File: src/rtl/rsq_pkg.sv
package rsq_pkg;

    typedef enum logic [1:0] {
        PH_IDLE   = 2'd0,
        PH_SETUP  = 2'd1,
        PH_STROBE = 2'd2,
        PH_HOLD   = 2'd3
    } phase_e;

    localparam logic [1:0] WMODE_FROZEN = 2'b10;
    localparam logic [1:0] WMODE_READY  = 2'b11;

    // Upper bit of the mode field enables wait handling.
    function automatic logic wait_honoured(input logic [1:0] mode);
        return mode[1];
    endfunction

endpackage

File: src/rtl/rsq_wait_sync.sv
module rsq_wait_sync #(
    parameter int   STAGES    = 2,
    parameter logic IDLE_LVL  = 1'b1
) (
    input  logic clk,
    input  logic rst_n,
    input  logic pin_i,
    output logic wait_act_o
);
    logic [STAGES-1:0] chain_d;
    logic [STAGES-1:0] chain_q;

    generate
        for (genvar s = 0; s < STAGES; s++) begin : g_stage
            if (s == 0) begin : g_first
                always_comb chain_d[s] = pin_i;
            end else begin : g_next
                always_comb chain_d[s] = chain_q[s-1];
            end
        end
    endgenerate

    always_ff @(posedge clk or negedge rst_n) begin
        if (!rst_n) begin
            chain_q <= {STAGES{IDLE_LVL}};
        end else begin
            chain_q <= chain_d;
        end
    end

    // Pin is active low: wait is active when the last stage reads low.
    assign wait_act_o = (chain_q[STAGES-1] != IDLE_LVL);
endmodule

File: src/rtl/rsq_capture.sv
module rsq_capture #(
    parameter int DW = 16
) (
    input  logic          clk,
    input  logic          rst_n,
    input  logic          capture_i,
    input  logic [DW-1:0] data_i,
    output logic [DW-1:0] data_o
);
    logic [DW-1:0] data_d;
    logic [DW-1:0] data_q;

    always_comb begin
        data_d = data_q;
        if (capture_i) begin
            data_d = data_i;
        end
    end

    always_ff @(posedge clk or negedge rst_n) begin
        if (!rst_n) begin
            data_q <= '0;
        end else begin
            data_q <= data_d;
        end
    end

    assign data_o = data_q;
endmodule

File: src/rtl/rsq_seq_core.sv
module rsq_seq_core
    import rsq_pkg::*;
#(
    parameter int AW = 24,
    parameter int CW = 6,
    parameter int BW = 2
) (
    input  logic          clk,
    input  logic          rst_n,
    input  logic          start_i,
    input  logic [AW-1:0] addr_i,
    input  logic [CW-1:0] setup_len_i,
    input  logic [CW-1:0] pulse_len_i,
    input  logic [CW-1:0] hold_len_i,
    input  logic [1:0]    wait_mode_i,
    input  logic          rd_mode_i,
    input  logic          wait_act_i,
    output logic [AW-1:0] addr_o,
    output logic          rd_n_o,
    output logic [BW-1:0] be_n_o,
    output logic          done_o,
    output logic          capture_o
);
    localparam logic [CW-1:0] CNT_ONE  = CW'(1);
    localparam logic [CW-1:0] CNT_ZERO = '0;

    typedef struct packed {
        phase_e        phase;
        logic [CW-1:0] cnt;
        logic [AW-1:0] addr;
        logic [CW-1:0] plen;
        logic [CW-1:0] hlen;
        logic [1:0]    mode;
        logic          rdm;
        logic          strobe_n;
        logic [BW-1:0] be_n;
        logic          done;
    } seq_t;

    seq_t st_d;
    seq_t st_q;
    logic cap_d;

    // First counter value of a pulse: length 0 is treated as 1.
    function automatic logic [CW-1:0] pulse_first(input logic [CW-1:0] len);
        return (len == CNT_ZERO) ? CNT_ZERO : (len - CNT_ONE);
    endfunction

    logic frozen_now;
    logic stretch_req;

    always_comb begin
        frozen_now  = (st_q.mode == WMODE_FROZEN) && wait_act_i;
        stretch_req = wait_honoured(st_q.mode) && wait_act_i;
    end

    always_comb begin
        st_d       = st_q;
        st_d.done  = 1'b0;
        cap_d      = 1'b0;

        unique case (st_q.phase)
            PH_IDLE: begin
                if (start_i) begin
                    st_d.addr = addr_i;
                    st_d.plen = pulse_len_i;
                    st_d.hlen = hold_len_i;
                    st_d.mode = wait_mode_i;
                    st_d.rdm  = rd_mode_i;
                    st_d.be_n = '0;
                    if (setup_len_i != CNT_ZERO) begin
                        st_d.phase = PH_SETUP;
                        st_d.cnt   = setup_len_i - CNT_ONE;
                    end else begin
                        st_d.phase    = PH_STROBE;
                        st_d.cnt      = pulse_first(pulse_len_i);
                        st_d.strobe_n = 1'b0;
                    end
                end
            end

            PH_SETUP: begin
                if (!frozen_now) begin
                    if (st_q.cnt == CNT_ZERO) begin
                        st_d.phase    = PH_STROBE;
                        st_d.cnt      = pulse_first(st_q.plen);
                        st_d.strobe_n = 1'b0;
                    end else begin
                        st_d.cnt = st_q.cnt - CNT_ONE;
                    end
                end
            end

            PH_STROBE: begin
                if (st_q.cnt != CNT_ZERO) begin
                    if (!frozen_now) begin
                        st_d.cnt = st_q.cnt - CNT_ONE;
                    end
                end else if (!stretch_req) begin
                    st_d.strobe_n = 1'b1;
                    if (st_q.rdm) begin
                        cap_d = 1'b1;
                    end
                    if (st_q.hlen != CNT_ZERO) begin
                        st_d.phase = PH_HOLD;
                        st_d.cnt   = st_q.hlen - CNT_ONE;
                    end else begin
                        st_d.phase = PH_IDLE;
                        st_d.be_n  = '1;
                        st_d.done  = 1'b1;
                        if (!st_q.rdm) begin
                            cap_d = 1'b1;
                        end
                    end
                end
            end

            PH_HOLD: begin
                if (!frozen_now) begin
                    if (st_q.cnt == CNT_ZERO) begin
                        st_d.phase = PH_IDLE;
                        st_d.be_n  = '1;
                        st_d.done  = 1'b1;
                        if (!st_q.rdm) begin
                            cap_d = 1'b1;
                        end
                    end else begin
                        st_d.cnt = st_q.cnt - CNT_ONE;
                    end
                end
            end

            default: begin
                st_d.phase = PH_IDLE;
            end
        endcase
    end

    always_ff @(posedge clk or negedge rst_n) begin
        if (!rst_n) begin
            st_q.phase    <= PH_IDLE;
            st_q.cnt      <= '0;
            st_q.addr     <= '0;
            st_q.plen     <= '0;
            st_q.hlen     <= '0;
            st_q.mode     <= '0;
            st_q.rdm      <= 1'b0;
            st_q.strobe_n <= 1'b1;
            st_q.be_n     <= '1;
            st_q.done     <= 1'b0;
        end else begin
            st_q <= st_d;
        end
    end

    assign addr_o    = st_q.addr;
    assign rd_n_o    = st_q.strobe_n;
    assign be_n_o    = st_q.be_n;
    assign done_o    = st_q.done;
    assign capture_o = cap_d;
endmodule

File: src/rtl/rsq_read_seq.sv
module rsq_read_seq #(
    parameter int AW          = 24,
    parameter int DW          = 16,
    parameter int CW          = 6,
    parameter int SYNC_STAGES = 2,
    localparam int BW         = (DW + 7) / 8
) (
    input  logic          clk,
    input  logic          rst_n,
    input  logic          start_i,
    input  logic [AW-1:0] addr_i,
    input  logic [CW-1:0] setup_len_i,
    input  logic [CW-1:0] pulse_len_i,
    input  logic [CW-1:0] hold_len_i,
    input  logic [1:0]    wait_mode_i,
    input  logic          rd_mode_i,
    input  logic          nwait_i,
    input  logic [DW-1:0] rdata_i,
    output logic [AW-1:0] addr_o,
    output logic          rd_n_o,
    output logic [BW-1:0] be_n_o,
    output logic [DW-1:0] rdata_o,
    output logic          done_o
);
    logic wait_act;
    logic capture;

    rsq_wait_sync #(
        .STAGES   (SYNC_STAGES),
        .IDLE_LVL (1'b1)
    ) u_sync (
        .clk        (clk),
        .rst_n      (rst_n),
        .pin_i      (nwait_i),
        .wait_act_o (wait_act)
    );

    rsq_seq_core #(
        .AW (AW),
        .CW (CW),
        .BW (BW)
    ) u_core (
        .clk         (clk),
        .rst_n       (rst_n),
        .start_i     (start_i),
        .addr_i      (addr_i),
        .setup_len_i (setup_len_i),
        .pulse_len_i (pulse_len_i),
        .hold_len_i  (hold_len_i),
        .wait_mode_i (wait_mode_i),
        .rd_mode_i   (rd_mode_i),
        .wait_act_i  (wait_act),
        .addr_o      (addr_o),
        .rd_n_o      (rd_n_o),
        .be_n_o      (be_n_o),
        .done_o      (done_o),
        .capture_o   (capture)
    );

    rsq_capture #(
        .DW (DW)
    ) u_cap (
        .clk       (clk),
        .rst_n     (rst_n),
        .capture_i (capture),
        .data_i    (rdata_i),
        .data_o    (rdata_o)
    );
endmodule

File: config.mk
export PLATFORM = sky130hd
export DESIGN_NAME = rsq_read_seq
export DESIGN_NICKNAME = d
export VERILOG_FILES = /design/src/rtl/rsq_pkg.sv /design/src/rtl/rsq_wait_sync.sv /design/src/rtl/rsq_capture.sv /design/src/rtl/rsq_seq_core.sv /design/src/rtl/rsq_read_seq.sv
export SDC_FILE = /design/constraint.sdc
export NUM_CORES = 1
export LEC_CHECK = 0
export CORE_MARGIN = 1
export CORE_UTILIZATION = 40
export DETAILED_ROUTE_END_ITERATION = 12
export DONT_BUFFER_PORTS = 1
export PLACE_DENSITY = 0.57
export RECOVER_POWER = 25
export SYNTH_ARGS = -nofsm -noshare
export SYNTH_HDL_FRONTEND = slang
export SYNTH_HIERARCHICAL = 1
export SYNTH_SLANG_ARGS = --single-unit
File: constraint.sdc
create_clock -name clk -period 5.57 [get_ports clk]
set_clock_uncertainty 0.05 [all_clocks]
set_input_delay 0 -clock clk [delete_from_list [all_inputs] [get_ports clk]]
set_output_delay 0 -clock clk [all_outputs]
set_load 0.005 [all_outputs]
==> flow_summary_export.csv, run 1 <==
group,metric,value,unit
outcome,status,"finished clean",
setup_path,cp_top_family,"simple AND/OR/NAND/NOR gates",
power_and_ir_drop,leakage,1.93,nW
placed_design,io_buffers,0,
layout,multi_input_area,0.00179,mm2
setup_path,start_kind,"flip-flop",
hold_path,hold_path_class,"input port to flip-flop",
placed_design,gp_congestion,0.826,
setup_path,reg2reg_from,"u_core/st_q[43]",
die,initial_utilization,41.4,%
cts,clkLatencyLatePin,0.34,ns
setup_path,slowest_stage,"nor2_2",
die,die_h,99.8,um
synthesis,synth.area.top_cells,"dfrtp_1, mux2_2, ha_1, buf_4, mux2_4",
hold_path,holdPathStages,5,
synthesis,synth_enable_flop_cells,0,
detailed_routing,avgViaCountPerCell,5.09,
synthesis,yosysWarningCount,6,
die,core,0.00924,mm2
global_route,first_global_vias,2648,
sta,setup_viol,0,
global_route,grt_pass1_wl,12900,um
cts,htree_levels,3,
setup_path,cp-end-kind,"flip-flop",
layout,num_antenna_cells,0,
sta,hold_viol_final,0,
detailed_routing,ant_nets,0,
synthesis,synthTopCellsByCount,"dfrtp_1, mux2_2, buf_4, inv_1",
layout,instances_no_fill,505,
global_route,grt-ovfl-total,0,
die,io_pins,109,
sta,timing.final.crit_period,2.67,ns
cts,cts_tree,"done",
global_route,antenna_found_initial,0,
setup_path,cp_cell_sequence,"inv_1, ha_1, nor4b_4, nand2b_1, nor2_2, mux2_2",
detailed_routing,wl,8170,um
setup_path,cp_max_fo,16,
setup_path,crit_buf_inv,1,
layout,finish.utilization,49.5,%
power_and_ir_drop,power_density,475,mW/mm2
detailed_routing,vias,2571,
layout,fillers,822,
die,fp-row-count,35,
sta,fin_crit_sh,48.0,%
sta,fmax,0.374,GHz
synthesis,synth.most_common_cell,"dfrtp_1",
cts,clk_pin_slew_worst_paths,0.08,ns
synthesis,syn_area,0.00383,mm2
sta,whs,0.0229,ns
layout,final_layout_size_suffix_gt1_share,24.2,%
layout,seqCellArea,0.00171,mm2
detailed_routing,wl_per_cell,16.2,um
synthesis,ys.flop_type,"dfrtp_1",
hold_path,min_to,"u_core/st_q[47]",
setup_path,r2r_cells,6,
setup_path,worstReg2RegEnd,"u_cap/data_o[0]",
synthesis,synthDistinctLibCells,52,
global_route,grt_max_degree,69,
hold_path,hp-start,"setup_len_i[3]",
cts,cts_buffer_depth,2,
cts,cts_sinks,68,
detailed_routing,drc,0,
cts,cts_resized,0,
setup_path,path_class,"flip-flop to flip-flop",
die,die-area,0.00996,mm2
setup_path,crit_required,5.74,ns
synthesis,synth_seq_cells,68,
synthesis,synthArstFlopShare,100,%
synthesis,synth_area_per_cell,11.4,um2
sta,drv_slew,0,
global_route,grt.total_usage,16.8,%
synthesis,ys_seq_area_share,44.6,%
layout,syn_to_final_growth,19.5,%
synthesis,synthCells,337,
detailed_routing,drt_iter0_drc,92,
die,die_width,99.8,um
sta,rsz0062_at_grt,"false",
sta,worst_slew_pin_slew,1.02,ns
detailed_routing,drt_pass1_iterations,5,
cts,cts-root-buf,"clkbuf_8",
sta,slew_headroom,32.2,%
layout,finalNetCount,452,
synthesis,syn-num-nets,418,
power_and_ir_drop,max-vdd-ir-drop,0.349,mV
synthesis,synth_top_area_cell,"dfrtp_1",
job,drv_cap,0,
synthesis,synth.top_cell.area_share,41.9,%
placed_design,place_inst,428,
setup_path,cpPeakStageDelay,0.85,ns
cts,cts_buffers,9,
cts,postCtsSetupRepairBufs,0,
setup_path,cp.arrival,2.84,ns
setup_path,reg2reg_slack,2.90,ns
sta,tns,0,ns
placed_design,dp_hpwl,5240,um
## worst max-delay path by stage
stage	from	endpoint	slack, ns	depth (start not counted)
finish	u_core/st_q[43]	u_cap/data_o[0]	2.90	6
global route	u_core/st_q[43]	u_cap/data_o[0]	2.72	6
CTS	u_core/st_q[43]	u_cap/data_o[2]	2.90	6
detailed placement	u_core/st_q[43]	u_cap/data_o[2]	2.91	6
global placement	u_core/st_q[43]	u_cap/data_o[15]	3.01	6
floorplan	u_core/st_q[43]	u_cap/data_o[10]	3.64	9
## registers in the layout, summed over array words and instances (netlist names)
| signal | flops |
|---|---|
| u_core/rd_n_o | 1 |
| u_cap/data_o | 16 |
| u_core/done_o | 1 |
| u_core/addr_o | 24 |
| u_core/be_n_o | 1 |
| u_sync/chain_q | 2 |
| u_core/st_q | 23 |
## logic make-up after synthesis
logic type,count (synthesis),synth area share [%]
AND/OR/NAND/NOR,70,10.1
buffers and inverters,55,8.86
AO/OA/AOI/OAI,56,9.88
adder cells (fa/ha/maj),16,5.23
XOR/XNOR,12,2.75
multiplexers,60,18.6
flip-flops,68,44.6
## tightest hold or removal path: cells and delay by family
kind	cells	cell delay, ns
AO/OA/AOI/OAI	3	0.28
AND/OR/NAND/NOR	2	0.10
## cell type report
| type | instances | share of cell area [%] |
|---|---|---|
| multi-input combinational | 214 | 39.1 |
| timing repair buffer | 61 | 13.7 |
| inverter | 17 | 1.40 |
| tap | 129 | 3.53 |
| sequential | 68 | 37.3 |
| clock inverter | 5 | 1.83 |
| clock buffer | 11 | 3.09 |
## stage by stage
| step | setup WS (ns) | area (um2) | power, mW |
|---|---|---|---|
| 6_report | 2.90 | 4570 | 2.17 |
| 5_1_grt | 2.72 | 4570 | 2.31 |
| 4_1_cts | 2.90 | 4570 | 2.18 |
| 3_5_place_dp | 2.91 | 3720 | 1.65 |
| 3_3_place_gp | 3.01 | 3720 | 1.65 |
| 2_1_floorplan | 3.64 | 3830 | 1.62 |
## cells in the final DEF, fill, tap and decap left out, types with 2 or more instances in the layout
cell / n
a21oi_1: 8
a22o_1: 4
a22oi_1: 5
a31oi_1: 4
and2_1: 2
bufinv_16: 2
clkbuf_8: 10
clkinvlp_4: 2
dfrtp_1: 64
dfstp_2: 4
dlygate4sd3_1: 60
ha_1: 16
inv_1: 17
mux2_2: 48
mux2_4: 10
mux2i_1: 2
nand2_1: 9
nand2b_1: 6
nand3_1: 6
nand3b_1: 4
nand4b_1: 2
nor2_1: 15
nor3_1: 12
nor3b_1: 2
o21ai_0: 13
o22ai_1: 9
or2_2: 2
or3_1: 2
xnor2_1: 10
xor2_1: 2
## per-layer routing
metal  global-route usage (%)  wire (um)  vias to the layer above
met4                     4.75         90                        0
met2                     27.9       4000                       74
met1                     21.0       3640                     1255
li1                         -          -                     1233
met3                     5.43        436                        9
met5                        0          0                        -
## timing repair
| action | in CTS | in global routing |
|---|---|---|
| hold endpoints to repair | 127 | 0 |
| setup endpoints to repair | 0 | 0 |
| hold buffers | 61 | 0 |
## report_power, final
part           leakage, nW  internal (mW)  switching (mW)
combinational        0.996          0.430           0.368
sequential           0.828          0.706           0.199
clock                0.106          0.266           0.203
No activity file was read; power rests on OpenSTA's default activity.
==> inputs of run 2 (changes only) <==
--- a/config.mk
+++ b/config.mk
@@ -5,6 +5,7 @@
 export SDC_FILE = /design/constraint.sdc
 export NUM_CORES = 1
 export LEC_CHECK = 0
+export ABC_AREA = 1
 export CORE_MARGIN = 1
 export CORE_UTILIZATION = 40
 export DETAILED_ROUTE_END_ITERATION = 12
==> constraint.sdc (replaced) <==
create_clock -name clk -period 2.8 [get_ports clk]
set_clock_uncertainty 0.05 [all_clocks]
set_input_delay 0 -clock clk [delete_from_list [all_inputs] [get_ports clk]]
set_output_delay 0 -clock clk [all_outputs]
set_load 0.005 [all_outputs]
==> run 2 against run 1 <==
Effect of this change:
- the run now ends with capacitance limit, slew limit left
- critical path type unchanged
- via count rose by 20%
- clock-buffer cell count did not move
- sequential power rose by 100%
- synthesized cell count rose by 35%
- final cell count grew 25%
- first-iteration DRC count rose by 43%
- cell area is 2.1% higher
- critical path depth grew 5
- global-route usage increased by 2.1 points
- largest cell class unchanged
- register-to-register slack worse by 2.4 ns
==> flow_summary_export.csv, run 2 <==
group,metric,value,unit
setup_path,start_kind,"flip-flop",
synthesis,synth_enable_flop_cells,0,
cts,cts_sinks,68,
synthesis,synthTopCellsByCount,"nand2_1, dfrtp_1, nor2_1, inv_1",
detailed_routing,avgViaCountPerCell,4.87,
hold_path,hold_path_class,"input port to flip-flop",
hold_path,hp-start,"pulse_len_i[4]",
sta,slew_headroom,-10.4,%
sta,setup_viol,0,
layout,num_antenna_cells,0,
synthesis,yosysWarningCount,6,
synthesis,synthCells,455,
cts,cts_buffer_depth,2,
sta,fin_crit_sh,82.8,%
synthesis,synth.area.top_cells,"dfrtp_1, nand2_1, mux2_2, ha_1, buf_4",
setup_path,reg2reg_slack,0.48,ns
synthesis,ys_seq_area_share,43.9,%
setup_path,cp_cell_sequence,"inv_1, ha_1, nand3_4, buf_4, nor2_2, nand2_1, a21oi_1, o21bai_2, inv_6, nand2_1, nand2_1",
setup_path,crit_required,2.97,ns
placed_design,io_buffers,0,
power_and_ir_drop,power_density,948,mW/mm2
global_route,antenna_found_initial,0,
setup_path,slowest_stage,"dfrtp_1",
hold_path,min_to,"u_core/st_q[47]",
setup_path,cpPeakStageDelay,0.38,ns
setup_path,cp_max_fo,16,
die,io_pins,109,
layout,syn_to_final_growth,20.1,%
cts,clk_pin_slew_worst_paths,0.07,ns
layout,layout_common_cells,"nand2_1, dfrtp_1, dlygate4sd3_1, nor2_1, inv_1",
synthesis,syn-num-nets,536,
sta,hold_viol_final,0,
layout,final_common_cell,"nand2_1",
setup_path,cp_top_family,"simple AND/OR/NAND/NOR gates",
layout,largest_reg_flops,24,
die,die-area,0.0101,mm2
detailed_routing,wl,8950,um
synthesis,synth.top_cell.area_share,41.2,%
outcome,status,"finished with violations",
setup_path,reg2reg_from,"u_core/st_q[43]",
sta,drv_slew,69,
synthesis,synth.most_common_cell,"nand2_1",
synthesis,synth_seq_cells,68,
sta,tns,0,ns
detailed_routing,drt_pass1_iterations,4,
synthesis,synthDistinctLibCells,31,
layout,finalNetCount,579,
setup_path,crit_buf_inv,3,
placed_design,gp_congestion,0.806,
synthesis,synth_area_per_cell,8.54,um2
global_route,grt_max_degree,69,
setup_path,cp-end-kind,"flip-flop",
die,initial_utilization,41.6,%
global_route,first_global_vias,3144,
setup_path,crit_top_cell,"nand2_1",
setup_path,r2r_cells,11,
global_route,grt.total_usage,18.9,%
cts,cts_tree,"done",
detailed_routing,ant_nets,0,
cts,cts-root-buf,"clkbuf_8",
sta,timing.final.crit_period,2.32,ns
detailed_routing,vias,3080,
layout,fillers,858,
synthesis,syn_area,0.00388,mm2
cts,clkLatencyLatePin,0.34,ns
global_route,grt_pass1_wl,14700,um
die,die_width,101,um
hold_path,holdPathStages,5,
detailed_routing,wl_per_cell,14.2,um
layout,multi_input_area,0.00177,mm2
sta,fmax,0.432,GHz
layout,seqCellArea,0.00171,mm2
power_and_ir_drop,max-vdd-ir-drop,0.447,mV
detailed_routing,drt_iter0_drc,132,
setup_path,cp.arrival,2.49,ns
cts,postCtsSetupRepairBufs,0,
cts,cts_buffers,9,
layout,finish.utilization,50.0,%
outcome,violations,"capacitance limit, slew limit",
synthesis,synth_top_area_cell,"dfrtp_1",
layout,final_layout_size_suffix_gt1_share,14.1,%
synthesis,synthArstFlopShare,100,%
die,die_h,101,um
sta,rsz0062_at_grt,"false",
power_and_ir_drop,leakage,2.16,nW
job,drv_cap,1,
detailed_routing,drc,0,
placed_design,dp_hpwl,5730,um
setup_path,path_class,"flip-flop to flip-flop",
sta,worst_slew_pin_slew,1.66,ns
global_route,grt-ovfl-total,0,
setup_path,worstReg2RegEnd,"u_cap/data_o[9]",
die,core,0.00933,mm2
die,fp-row-count,35,
synthesis,ys.flop_type,"dfrtp_1",
cts,htree_levels,3,
[run 2: cell count changes in the layout (fill, tap and decap cells not counted), moves of 6 or more]
| cell | change |
|---|---|
| nor3_1 | -11 |
| nand2_2 | +7 |
| mux2_2 | -20 |
| a21oi_1 | +10 |
| nor2_1 | +30 |
| o22ai_1 | -7 |
| nand4_1 | +9 |
| nand2b_1 | -6 |
| mux2_4 | -10 |
| nand2_1 | +112 |
| nand3_1 | +22 |
| inv_1 | +22 |
[run 2: metal layers]
metal	GRT usage (%)	up-vias	part of all wire (%)
met5	0	-	0
met4	6.24	0	1.8
met3	6.10	15	5.2
met2	31.6	110	50
met1	23.1	1442	43
li1	-	1513	-
[run 2: stage by stage]
stage | instance area, um2 | power [mW] | setup WS, ns | std cells | hold slack, ns
finish | 4670 | 4.43 | 0.483 | 632 | 0.0254
floorplan | 3880 | 3.26 | 0.893 | 455 | -0.346
global placement | 3810 | 3.36 | 0.236 | 553 | -0.342
global route | 4670 | 4.81 | 0.262 | 632 | 0.0642
detailed placement | 3810 | 3.39 | 0.137 | 553 | -0.342
CTS | 4690 | 4.43 | 0.137 | 632 | 0.00177
[run 2: kinds of logic after synthesis]
kind of cell / synth area share [%]
flops: 43.9
mux: 8.12
compound gates: 4.86
buf+inv: 10.8
simple gates: 24.7
xor+xnor: 2.48
fa+ha+maj: 5.15
[run 2: power breakdown]
group	total (mW)	switching (mW)	internal, mW
Clock	0.917	0.387	0.530
Sequential	1.81	0.379	1.43
Combinational	1.70	0.971	0.731
Total	4.43	1.74	2.69
[run 2: cell type report]
cell class                 count  share of cell area, %
clock inverter                 5                   1.82
sequential                    68                   36.6
tap                          129                   3.46
inverter                      41                   3.40
clock buffer                  11                   3.03
timing repair buffer          66                   13.9
multi-input combinational    312                   37.8
[run 2: what timing repair did]
item,CTS,global route
endpoints found under the setup margin,0,16
hold endpoints to repair,131,0
gates resized for setup,0,1
hold buffers,63,0
[run 2: worst max path at each step]
| stage | start | to | cells after the start |
|---|---|---|---|
| floorplan | u_core/st_q[49] | u_cap/data_o[10] | 12 |
| global placement | u_core/st_q[43] | u_cap/data_o[2] | 9 |
| detailed placement | u_core/st_q[43] | u_cap/data_o[1] | 9 |
| CTS | u_core/st_q[43] | u_cap/data_o[10] | 9 |
| global route | u_core/st_q[43] | u_cap/data_o[8] | 9 |
| finish | u_core/st_q[43] | u_cap/data_o[9] | 11 |
[run 2: worst register-to-register path: stages, from the launching register on]
cell,delay [ns]
dfrtp_1,0.38
inv_1,0.15
ha_1,0.24
nand3_4,0.08
buf_4,0.16
nor2_2,0.23
nand2_1,0.12
a21oi_1,0.12
o21bai_2,0.32
inv_6,0.17
nand2_1,0.10
nand2_1,0.06
